`src/rtl/ssw_pkg.sv`:
```
package ssw_pkg;

    localparam int DEV_W   = 4;
    localparam int IDX_W   = 3;
    localparam int VAL_W   = 8;
    localparam int FRAME_W = DEV_W + IDX_W + VAL_W;
    localparam int NREGS   = 1 << IDX_W;
    localparam int CNT_W   = $clog2(FRAME_W);

    localparam logic [1:0] SEL_ACTIVE = 2'b01;

    typedef struct packed {
        logic [DEV_W-1:0] dev;
        logic [IDX_W-1:0] idx;
        logic [VAL_W-1:0] val;
    } frame_t;

    localparam frame_t WORD_BC_ON  = '{dev: '1, idx: '0, val: '1};
    localparam frame_t WORD_BC_OFF = '{dev: '1, idx: '0, val: '0};

    typedef enum logic [1:0] {
        RX_IDLE = 2'd0,
        RX_BITS = 2'd1,
        RX_STOP = 2'd2
    } rx_state_t;

    function automatic logic is_ctrl_word(frame_t f);
        return (f == WORD_BC_ON) || (f == WORD_BC_OFF);
    endfunction

endpackage

```
`src/rtl/ssw_deframer.sv`:
```
module ssw_deframer
    import ssw_pkg::*;
(
    input  logic   clk,
    input  logic   rst,
    input  logic   active_i,
    input  logic   sdata_i,
    output logic   frame_vld_o,
    output frame_t frame_o
);

    rx_state_t          state_q;
    logic [CNT_W-1:0]   cnt_q;
    logic [FRAME_W-1:0] shift_q;
    logic               vld_q;
    frame_t             word_q;

    always_ff @(posedge clk) begin
        if (rst || !active_i) begin
            state_q <= RX_IDLE;
            cnt_q   <= '0;
            shift_q <= '0;
            vld_q   <= 1'b0;
            word_q  <= '0;
        end else begin
            vld_q <= 1'b0;
            unique case (state_q)
                RX_IDLE: begin
                    if (!sdata_i) begin
                        state_q <= RX_BITS;
                        cnt_q   <= '0;
                    end
                end
                RX_BITS: begin
                    shift_q <= {shift_q[FRAME_W-2:0], sdata_i};
                    if (cnt_q == CNT_W'(FRAME_W - 1)) begin
                        state_q <= RX_STOP;
                    end else begin
                        cnt_q <= cnt_q + 1'b1;
                    end
                end
                RX_STOP: begin
                    if (sdata_i) begin
                        vld_q  <= 1'b1;
                        word_q <= frame_t'(shift_q);
                    end
                    state_q <= RX_IDLE;
                end
                default: state_q <= RX_IDLE;
            endcase
        end
    end

    assign frame_vld_o = vld_q;
    assign frame_o     = word_q;

    // a frame is only released after a stop bit that sampled high
    assert_stop_high_R7: assert property (@(posedge clk) disable iff (rst)
        frame_vld_o |-> ($past(sdata_i) && $past(state_q) == RX_STOP));

    // an inactive interface never releases a frame on the next edge
    assert_inactive_quiet_R9: assert property (@(posedge clk) disable iff (rst)
        !active_i |=> !frame_vld_o);

endmodule

```
`src/rtl/ssw_commit.sv`:
```
module ssw_commit
    import ssw_pkg::*;
#(
    parameter logic [DEV_W-1:0] DEV_ADDR = '0
) (
    input  logic             clk,
    input  logic             rst,
    input  logic             frame_vld_i,
    input  frame_t           frame_i,
    output logic             bcast_o,
    output logic             we_o,
    output logic [IDX_W-1:0] waddr_o,
    output logic [VAL_W-1:0] wdata_o
);

    logic bcast_q;
    logic addr_hit;

    always_ff @(posedge clk) begin
        if (rst) begin
            bcast_q <= 1'b0;
        end else if (frame_vld_i) begin
            if (frame_i == WORD_BC_ON) begin
                bcast_q <= 1'b1;
            end else if (frame_i == WORD_BC_OFF) begin
                bcast_q <= 1'b0;
            end
        end
    end

    always_comb begin
        addr_hit = bcast_q || (frame_i.dev == DEV_ADDR);
        we_o     = frame_vld_i && addr_hit && (frame_i.idx != '0)
                   && !is_ctrl_word(frame_i);
        waddr_o  = frame_i.idx;
        wdata_o  = frame_i.val;
    end

    assign bcast_o = bcast_q;

    // broadcast state moves only on the edge after a released frame
    assert_bcast_moves_on_frame_R4: assert property (@(posedge clk) disable iff (rst)
        !$stable(bcast_q) |-> $past(frame_vld_i));

endmodule

```
`src/rtl/ssw_regbank.sv`:
```
module ssw_regbank
    import ssw_pkg::*;
(
    input  logic                   clk,
    input  logic                   rst,
    input  logic                   we_i,
    input  logic [IDX_W-1:0]       waddr_i,
    input  logic [VAL_W-1:0]       wdata_i,
    output logic [NREGS*VAL_W-1:0] bank_o
);

    assign bank_o[VAL_W-1:0] = '0;

    for (genvar g = 1; g < NREGS; g++) begin : g_reg
        logic [VAL_W-1:0] val_q;
        always_ff @(posedge clk) begin
            if (rst) begin
                val_q <= '0;
            end else if (we_i && waddr_i == IDX_W'(g)) begin
                val_q <= wdata_i;
            end
        end
        assign bank_o[g*VAL_W +: VAL_W] = val_q;
    end

    // the commit stage never targets the reserved index
    assert_no_index0_write_R6: assert property (@(posedge clk) disable iff (rst)
        we_i |-> (waddr_i != '0));

endmodule

```
`src/rtl/serial_reg_writer.sv`:
```
module serial_reg_writer
    import ssw_pkg::*;
#(
    parameter logic [DEV_W-1:0] DEV_ADDR = 4'd3
) (
    input  logic                   clk,
    input  logic                   rst,
    input  logic [1:0]             mode_sel,
    input  logic                   sdata,
    output logic [NREGS*VAL_W-1:0] reg_bank,
    output logic                   bcast_on
);

    logic             active;
    logic             frame_vld;
    frame_t           frame;
    logic             we;
    logic [IDX_W-1:0] waddr;
    logic [VAL_W-1:0] wdata;

    assign active = (mode_sel == SEL_ACTIVE);

    ssw_deframer u_deframer (
        .clk         (clk),
        .rst         (rst),
        .active_i    (active),
        .sdata_i     (sdata),
        .frame_vld_o (frame_vld),
        .frame_o     (frame)
    );

    ssw_commit #(.DEV_ADDR(DEV_ADDR)) u_commit (
        .clk         (clk),
        .rst         (rst),
        .frame_vld_i (frame_vld),
        .frame_i     (frame),
        .bcast_o     (bcast_on),
        .we_o        (we),
        .waddr_o     (waddr),
        .wdata_o     (wdata)
    );

    ssw_regbank u_regbank (
        .clk     (clk),
        .rst     (rst),
        .we_i    (we),
        .waddr_i (waddr),
        .wdata_i (wdata),
        .bank_o  (reg_bank)
    );

endmodule

```
`config.mk`:
```
export PLATFORM = sky130hd
export DESIGN_NAME = serial_reg_writer
export DESIGN_NICKNAME = d
export VERILOG_FILES = /design/src/rtl/ssw_pkg.sv /design/src/rtl/ssw_deframer.sv /design/src/rtl/ssw_commit.sv /design/src/rtl/ssw_regbank.sv /design/src/rtl/serial_reg_writer.sv
export SDC_FILE = /design/constraint.sdc
export NUM_CORES = 1
export LEC_CHECK = 0
export BUFFER_PORTS_ARGS = -buffer_cell sky130_fd_sc_hd__buf_2
export CAP_MARGIN = 10
export CORE_MARGIN = 2
export CORE_UTILIZATION = 30
export CTS_CLUSTER_SIZE = 40
export DETAILED_ROUTE_END_ITERATION = 8
export GPL_ROUTABILITY_DRIVEN = 1
export PLACE_DENSITY_LB_ADDON = 0.1
export SYNTH_ARGS = -nofsm -noshare
export SYNTH_HDL_FRONTEND = slang
export SYNTH_SLANG_ARGS = --single-unit
```
`constraint.sdc`:
```
create_clock -name clk -period 1.9 [get_ports clk]
set_input_delay 0.19 -clock clk [delete_from_list [all_inputs] [get_ports clk]]
set_output_delay 0.19 -clock clk [all_outputs]
set_load 0.05 [all_outputs]
```
==> flow_summary_export.csv, run 1 <==
group,metric,value,unit
min_path,hp-start,"sdata",
cts,post_cts_buffers,0,
finish,area_growth,19.5,%
grt,antenna_found_initial,0,
cts,clkTransAtPathRegs,60,ps
routing,wl_per_cell,14.2,um
synth,synth_top_area_share,0.493,
grt,grt_pass1_vias,2671,
setup_path,cp.required,2170,ps
min_path,hold_path.class,"in -> reg",
timing,fmax,566,MHz
cts,cts-buffers-inserted,9,
synth,synth_edf_count,0,
synth,ys_ff_latch,94,
routing,drt_iter0_drc,77,
timing,tightest_slew,675,ps
grt,grt.overflow.total,0,
synth,yosysTopAreaCell,"dfxtp_1",
routing,wl,8840,um
timing,clock-skew-final,7.73,ps
placement,placed_cells,607,
setup_path,regToRegStartpoint,"u_deframer.cnt_q[0]",
cts,cts_tree,"yes",
cts,post_cts_resized,0,
routing,ant_nets,0,
die,rows,41,
timing,finalSetupViolCount,0,
cts,root_buffer,"clkbuf_16",
die,io_pins,70,
routing,drc,0,
setup_path,reg2regPathDepth,5,
synth,synth_common_cells,"dfxtp_1 (94), nand2b_1 (65), nand2_1 (60), mux2i_1 (58), a21oi_1 (32)",
finish,num-nets-final,453,
synth,synth_flop_cell,"dfxtp_1",
cts,cts.path.max_buffers,2,
placement,gp_congestion,0.714,
placement,place_hpwl,5940,um
setup_path,path_buf_inv,1,
pwr,p_per_area,852,mW/mm^2
grt,grt_max_degree,36,
setup_path,critical_path.max_fanout,6,
synth,ys_top_cells_by_area,"dfxtp_1 (49%), mux2i_1 (15%), nand2b_1 (11%)",
routing,avgViaCountPerCell,4.52,
finish,n_fill_cell,1292,
die,die_w,117,um
finish,drive_above_1_share,0.208,
die,start_util,0.305,
setup_path,critPathLaunch,"u_deframer.cnt_q[0]",
setup_path,critical_path_depth,5,
setup_path,path_delay_family,"simple AND/OR/NAND/NOR gates",
cts,hold_buffers,0,
synth,synthArstFlopShare,0,
die,die_y,117,um
synth,syn_inst,392,
finish,antenna_cells,0,
pwr,ir_drop,0.409,mV
finish,multi_input_area,0.00179,sq mm
die,die_area,0.0136,sq mm
timing,relSlewSlack,0.550,
synth,synth_most_common_cell,"dfxtp_1",
pwr,power,0.00388,W
timing,rsz0062_at_grt,"no",
setup_path,crit_arrival,2040,ps
synth,ys_seq_area_frac,0.493,
synth,synthesis.area,0.00381,sq mm
run_status,status,"finished clean",
die,core,0.0125,sq mm
timing,fin_crit,1770,ps
timing,timing.final.crit_share,0.930,
setup_path,crit_chain,"inv_1 -> ha_1 -> and4_1 -> or4b_2 -> a21oi_1",
routing,vias,2813,
synth,synth_cell_type_count,39,
cts,htree_num_levels,3,
setup_path,cp_slowest_stage_delay,620,ps
placement,io_buffers,61,
grt,grt_usage,0.140,
pwr,leakage,2.02,nW
placement,dpl_cell_area,0.00426,sq mm
synth,synth.avg_cell_area,9.73,sq um
timing,setup_tns,0,ps
setup_path,path_class,"reg -> reg",
setup_path,worst_setup_path_start_kind,"flip-flop",
setup_path,endpoint_kind,"flip-flop",
grt,grt_pass1_wl,14300,um
timing,hold_viol,0,
synth,ys_warn_count,0,
finish,regArea,0.00188,sq mm
min_path,hold_path_depth,3,
timing,finalMaxSlewViolations,0,
finish,instances_no_fill,623,
cts,cts.sinks,94,
finish,fin_area,0.00456,sq mm
timing,hold_slack,135,ps
flow_run,drv_cap,0,
routing,dr.pass1.iters,5,
cts,clock_latency,340,ps
setup_path,crit_slowest_cell,"or4b_2",
==> logic make-up after synthesis <==
| family | synth area share |
|---|---|
| buf+inv | 0.0443 |
| compound gates | 0.0732 |
| other cells | 0.000983 |
| mux | 0.152 |
| fa+ha+maj | 0.00656 |
| flops | 0.493 |
| simple gates | 0.229 |
==> where the power goes <==
group | internal [W] | switching [W] | total [W] | leakage, nW
clock | 0.00106 | 0.000750 | 0.00181 | 0.142
sequential | 0.00197 | 0.00000120 | 0.00197 | 0.757
combinational | 0.0000307 | 0.0000741 | 0.000105 | 1.12
==> registers in the layout (all words and copies together), names as in the netlist <==
name and flops:
u_commit.bcast_o 1, u_deframer.cnt_q 4, u_deframer.frame_o 15, u_deframer.frame_vld_o 1
u_deframer.shift_q 15, u_deframer.state_q 2, u_regbank.g.val_q 56
==> cells in the final DEF, fill, tap and decap left out, drive strengths merged <==
cell type   n
clkinvlp    2
clkbuf     11
or3b        1
or4         3
dfxtp      94
bufinv      1
o2111a      1
conb        8
o21ai       2
o2111ai     3
nand3       6
nand2b     65
nor4        2
o31ai       2
o41ai       1
clkinv      2
nor2b       4
mux2i      58
and2b       2
ha          2
nand4       2
or4b        2
o211ai      2
nor4b       1
inv         1
nor4bb      1
and3b       1
nor2        2
and4        2
nand2      60
buf        69
nand3b      3
or3         1
nor3b       1
nor3        1
a21oi      32
==> worst paths after layout <==
check	to	slack (ps)
worst max-delay path	u_deframer.cnt_q[1]	130
worst min-delay path	u_deframer.shift_q[0]	130
worst max register to register	u_deframer.cnt_q[1]	130
worst min register to register	u_deframer.frame_o[14]	460
==> worst min-delay path, delay by kind of cell <==
family	cells	cell delay (ps)
AO/OA/AOI/OAI	1	50
AND/OR/NAND/NOR	1	60
buffers and inverters	1	130
==> through the flow <==
stage | setup WS, ps | utilization
detailed placement | 151 | 0.340
floorplan | 184 | -
CTS | 134 | 0.364
global placement | 222 | 0.340
finish | 133 | 0.364
global route | 38.0 | 0.364
==> layout make-up <==
cell class | instances | area share
Clock buffer | 11 | 0.0533
Clock inverter | 5 | 0.0129
Inverter | 1 | 0.000824
Multi-Input combinational cell | 271 | 0.393
Sequential cell | 94 | 0.413
Tap cell | 172 | 0.0472
Timing Repair Buffer | 69 | 0.0802
==> routing by layer <==
metal | up-vias | track usage | wire length [um]
met5 | - | 0 | 0
met4 | 0 | 0.0855 | 306
met3 | 19 | 0.0306 | 347
met2 | 60 | 0.214 | 3880
met1 | 1311 | 0.179 | 4310
li1 | 1423 | - | -
(Power assumes the default switching activity.)
==> inputs of run 2 (changes only) <==
--- a/config.mk
+++ b/config.mk
@@ -9,10 +9,11 @@
 export CAP_MARGIN = 10
 export CORE_MARGIN = 2
 export CORE_UTILIZATION = 30
+export CTS_CLUSTER_DIAMETER = 100
 export CTS_CLUSTER_SIZE = 40
 export DETAILED_ROUTE_END_ITERATION = 8
 export GPL_ROUTABILITY_DRIVEN = 1
-export PLACE_DENSITY_LB_ADDON = 0.1
 export SYNTH_ARGS = -nofsm -noshare
 export SYNTH_HDL_FRONTEND = slang
 export SYNTH_SLANG_ARGS = --single-unit
+export TNS_END_PERCENT = 30
==> run 2 against run 1 <==
Power decreased by 2.9%; cell count down 0.16%; wire length down 10%; combinational power hardly changed; largest cell class unchanged; highest routed layer unchanged.
==> flow_summary_export.csv, run 2 (synthesized netlist as in run 1, its figures left out) <==
group,metric,value,unit
finish,area_growth,18.9,%
placement,gp_congestion,0.751,
finish,final_cell_mix,"dfxtp_1 (94), nand2b_1 (65), buf_2 (61)",
routing,wl_per_cell,12.8,um
timing,relSlewSlack,0.563,
finish,final_util,0.362,
setup_path,worst_setup_path_start_kind,"flip-flop",
cts,post_cts_resized,0,
grt,grt.overflow.total,0,
die,start_util,0.305,
timing,setup_tns,0,ps
cts,clock_latency,340,ps
placement,placed_cells,606,
grt,use_met1,0.148,
timing,fmax,576,MHz
cts,hold_buffers,0,
cts,post_cts_buffers,0,
die,rows,41,
timing,hold_viol,0,
setup_path,crit_arrival,2000,ps
grt,grt_max_degree,34,
placement,place_hpwl,5630,um
routing,dr.pass1.iters,4,
finish,num-nets-final,452,
die,io_pins,70,
pwr,leakage,2.01,nW
placement,io_buffers,61,
timing,timing.final.crit_share,0.914,
cts,root_buffer,"clkbuf_16",
setup_path,endpoint_kind,"flip-flop",
grt,antenna_found_initial,0,
grt,grt_usage,0.120,
grt,use_met2,0.201,
routing,avgViaCountPerCell,4.47,
routing,drc,0,
setup_path,path_buf_inv,1,
die,die_w,117,um
pwr,ir_drop,0.352,mV
cts,clkTransAtPathRegs,60,ps
pwr,p_per_area,831,mW/mm^2
setup_path,path_delay_family,"simple AND/OR/NAND/NOR gates",
cts,cts.path.max_buffers,2,
setup_path,cp_slowest_stage_delay,610,ps
routing,ant_nets,0,
flow_run,drv_cap,0,
finish,n_fill_cell,1298,
grt,grt_pass1_vias,2629,
die,die_area,0.0136,sq mm
finish,instances_no_fill,622,
die,die_y,117,um
min_path,hold_path.class,"in -> reg",
setup_path,cp.required,2170,ps
setup_path,crit_chain,"inv_1 -> ha_1 -> and4_1 -> or4b_2 -> a21oi_1",
timing,clock-skew-final,11.0,ps
cts,htree_num_levels,3,
cts,cts_tree,"yes",
finish,final_common_cell,"dfxtp_1",
finish,largest_reg_flops,56,
routing,drt_iter0_drc,216,
grt,grt_pass1_wl,12800,um
finish,top_register,"u_regbank.g.val_q",
run_status,status,"finished clean",
routing,vias,2779,
cts,cts.sinks,94,
timing,rsz0062_at_grt,"no",
grt,use_met3,0.0327,
setup_path,path_class,"reg -> reg",
setup_path,critical_path.max_fanout,6,
cts,cts-buffers-inserted,9,
finish,drive_above_1_share,0.207,
setup_path,crit_slowest_cell,"or4b_2",
timing,finalSetupViolCount,0,
timing,fin_crit,1740,ps
routing,wl,7940,um
die,core,0.0125,sq mm
timing,finalMaxSlewViolations,0,
timing,tightest_slew,656,ps
grt,busiest_layer,"met2",
finish,antenna_cells,0,
run 2: area by class of cell:
cell class	count	area (sq um)	area share
clock buffers	12	256	0.0566
clock inverters	4	30.0	0.00662
inverters	1	3.75	0.000828
multi-input cells	271	1790	0.395
flip-flops and latches	94	1880	0.415
well taps	172	215	0.0475
repair buffers	68	358	0.0789
run 2: path summary, 6_finish.rpt:
| check | to | depth (start not counted) | slack (ps) | startpoint |
|---|---|---|---|---|
| min | u_deframer.shift_q[0] | 3 | 140 | sdata |
| min reg2reg | u_deframer.shift_q[14] | 2 | 460 | u_deframer.shift_q[14] |
| max | u_deframer.cnt_q[1] | 5 | 160 | u_deframer.cnt_q[0] |
| max reg2reg | u_deframer.cnt_q[1] | 5 | 160 | u_deframer.cnt_q[0] |
run 2: where the power goes:
part           leakage, nW  switching [W]  total, W  internal, W
clock network        0.139       0.000733   0.00170     0.000963
logic                 1.12      0.0000716  0.000102    0.0000307
registers            0.757     0.00000119   0.00197      0.00197
run 2: layer usage:
metal,wire [um],part of all wire
met1,3650,0.46
met2,3750,0.47
met3,429,0.054
met4,112,0.014
met5,0,0
run 2: metrics by stage:
stage	power, W	setup slack (ps)	area [sq um]	hold WS, ps
final	0.00377	163	4530	139
after global routing	0.00391	13.7	4530	141
after CTS	0.00383	159	4530	128
after detailed placement	0.00212	174	4250	451
after global placement	0.00212	228	4250	449
after floorplan	0.00211	184	3840	326
run 2: worst min-delay path, stage by stage:
cell and delay (ps):
buf_2 130, nand2_1 60, a21oi_1 50
==> inputs of run 3 (changes only) <==
--- a/config.mk
+++ b/config.mk
@@ -8,11 +8,12 @@
 export BUFFER_PORTS_ARGS = -buffer_cell sky130_fd_sc_hd__buf_2
 export CAP_MARGIN = 10
 export CORE_MARGIN = 2
-export CORE_UTILIZATION = 30
+export CORE_UTILIZATION = 55
 export CTS_CLUSTER_DIAMETER = 100
 export CTS_CLUSTER_SIZE = 40
 export DETAILED_ROUTE_END_ITERATION = 8
 export GPL_ROUTABILITY_DRIVEN = 1
+export PLACE_DENSITY = 0.79
 export SYNTH_ARGS = -nofsm -noshare
 export SYNTH_HDL_FRONTEND = slang
 export SYNTH_SLANG_ARGS = --single-unit
==> run 3 against run 2 <==
Global-route usage rose by 8.0 points; die area fell by 44%; combinational power barely moved; first-iteration DRC count fell by 46%; maximum frequency fell by 1.3%; power fell by 13%; worst hold slack got worse by 25 ps; core utilization rose by 27 points; register-to-register slack got worse by 20 ps; clock skew rose by 5.8 ps; critical endpoint unchanged; largest power group unchanged.
==> flow_summary_export.csv, run 3 (synthesized netlist as in run 1, its figures left out) <==
group,metric,value,unit
setup_path,endpoint_kind,"flip-flop",
timing,hold_viol,0,
routing,avgViaCountPerCell,5.25,
setup_path,crit_slowest_cell,"or4b_2",
setup_path,crit_arrival,2050,ps
pwr,leakage,1.96,nW
grt,grt.overflow.total,0,
finish,top_register,"u_regbank.g.val_q",
setup_path,crit_chain,"inv_1 -> ha_1 -> and4_1 -> or4b_2 -> a21oi_1",
cts,htree_num_levels,3,
pwr,p_sw_frac,0.241,
run_status,status,"finished clean",
pwr,clock_power_share,0.371,
finish,antenna_cells,0,
setup_path,critical_path.max_fanout,6,
cts,root_buffer,"clkbuf_8",
routing,dr.pass1.iters,4,
finish,area_growth,12.7,%
pwr,net-switching-power,0.000793,W
die,io_pins,70,
cts,post_cts_buffers,0,
finish,drive_above_1_share,0.203,
die,start_util,0.564,
timing,timing.final.crit_share,0.926,
placement,place_hpwl,5100,um
placement,pre_cts_slack,169,ps
finish,n_fill_cell,580,
cts,cts.path.max_buffers,2,
pwr,ir_drop,0.309,mV
cts,cts-buffers-inserted,9,
timing,clock-skew-final,16.8,ps
timing,finalSetupViolCount,0,
setup_path,worst_setup_path_start_kind,"flip-flop",
timing,rsz0062_at_grt,"no",
timing,tightest_slew,661,ps
setup_path,path_class,"reg -> reg",
grt,grt_usage,0.201,
timing,fin_ws,140,ps
timing,finalMaxSlewViolations,0,
setup_path,cp.required,2190,ps
grt,grt_pass1_vias,2551,
placement,io_buffers,61,
cts,cts.sinks,94,
grt,antenna_found_initial,0,
grt,grt_pass1_wl,12000,um
placement,gp_congestion,0.811,
die,core,0.00676,sq mm
die,die_w,87.3,um
min_path,hp-start,"sdata",
pwr,seqPwrFrac,0.599,
cts,post_cts_resized,0,
grt,grt_max_degree,57,
routing,ant_nets,0,
setup_path,path_buf_inv,1,
routing,drt_iter0_drc,116,
finish,largest_reg_flops,56,
timing,setup_tns,0,ps
die,rows,30,
flow_run,drv_cap,0,
setup_path,cp_slowest_stage_delay,610,ps
pwr,p_per_area,766,mW/mm^2
die,die_y,87.3,um
routing,vias,2770,
timing,relSlewSlack,0.560,
cts,clkTransAtPathRegs,90,ps
cts,hold_buffers,0,
die,die_area,0.00762,sq mm
cts,cts_tree,"yes",
timing,fin_crit,1760,ps
setup_path,critPathLaunch,"u_deframer.cnt_q[0]",
finish,num-nets-final,450,
timing,fmax,568,MHz
finish,final_common_cell,"dfxtp_1",
min_path,hold_path.class,"in -> reg",
pwr,p_comb_frac,0.030,
finish,final_cell_mix,"dfxtp_1 (94), nand2b_1 (65), buf_2 (61)",
routing,wl,7380,um
routing,drc,0,
setup_path,regToRegStartpoint,"u_deframer.cnt_q[0]",
cts,clock_latency,360,ps
routing,wl_per_cell,14.0,um
pwr,p_int,0.00250,W
setup_path,path_delay_family,"simple AND/OR/NAND/NOR gates",
-- run 3: metrics by stage --
stage / std cells / area [sq um] / hold slack (ps) / power (W) / util
after floorplan: 399 / 3840 / 326 / 0.00211 / -
after global placement: 512 / 4120 / 447 / 0.00212 / 0.609
after detailed placement: 512 / 4120 / 460 / 0.00212 / 0.609
after CTS: 528 / 4300 / 106 / 0.00332 / 0.636
after global routing: 528 / 4300 / 139 / 0.00341 / 0.636
final: 528 / 4300 / 114 / 0.00329 / 0.636
-- run 3: power groups by stage --
stage          Sequential (W)  Clock [W]  Combinational (W)
6_report              0.00197    0.00122          0.0000999
2_1_floorplan         0.00202          0          0.0000983
3_3_place_gp          0.00202          0          0.0000988
3_5_place_dp          0.00202          0          0.0000995
5_1_grt               0.00197    0.00133           0.000107
4_1_cts               0.00197    0.00125          0.0000995
-- run 3: layer usage --
metal | track usage | share of wire | vias up
met1 | 0.257 | 0.47 | 1279
met4 | 0.0881 | 0.019 | 0
li1 | - | - | 1417
met3 | 0.0408 | 0.039 | 11
met2 | 0.328 | 0.47 | 63
met5 | 0 | 0 | -
-- run 3: layout make-up --
cell class	count	area, sq um	area share
Sequential cell	94	1880	0.438
Multi-Input combinational cell	271	1790	0.416
Timing Repair Buffer	66	343	0.0798
Clock buffer	10	128	0.0297
Tap cell	80	100	0.0233
Clock inverter	6	52.6	0.0122
Inverter	1	3.75	0.000873
-- run 3: final timing paths --
check                                               to  slack (ps)  cells past startpoint
worst max-delay path               u_deframer.cnt_q[1]         140                      5
worst min-delay path             u_deframer.shift_q[0]         110                      3
worst max register to register     u_deframer.cnt_q[1]         140                      5
worst min register to register  u_deframer.frame_o[14]         480                      2
-- run 3: worst reg2reg max path, cell delays in order (launching register included) --
cell     delay [ps]
dfxtp_1         390
inv_1            80
ha_1            210
and4_1          260
or4b_2          610
a21oi_1         150
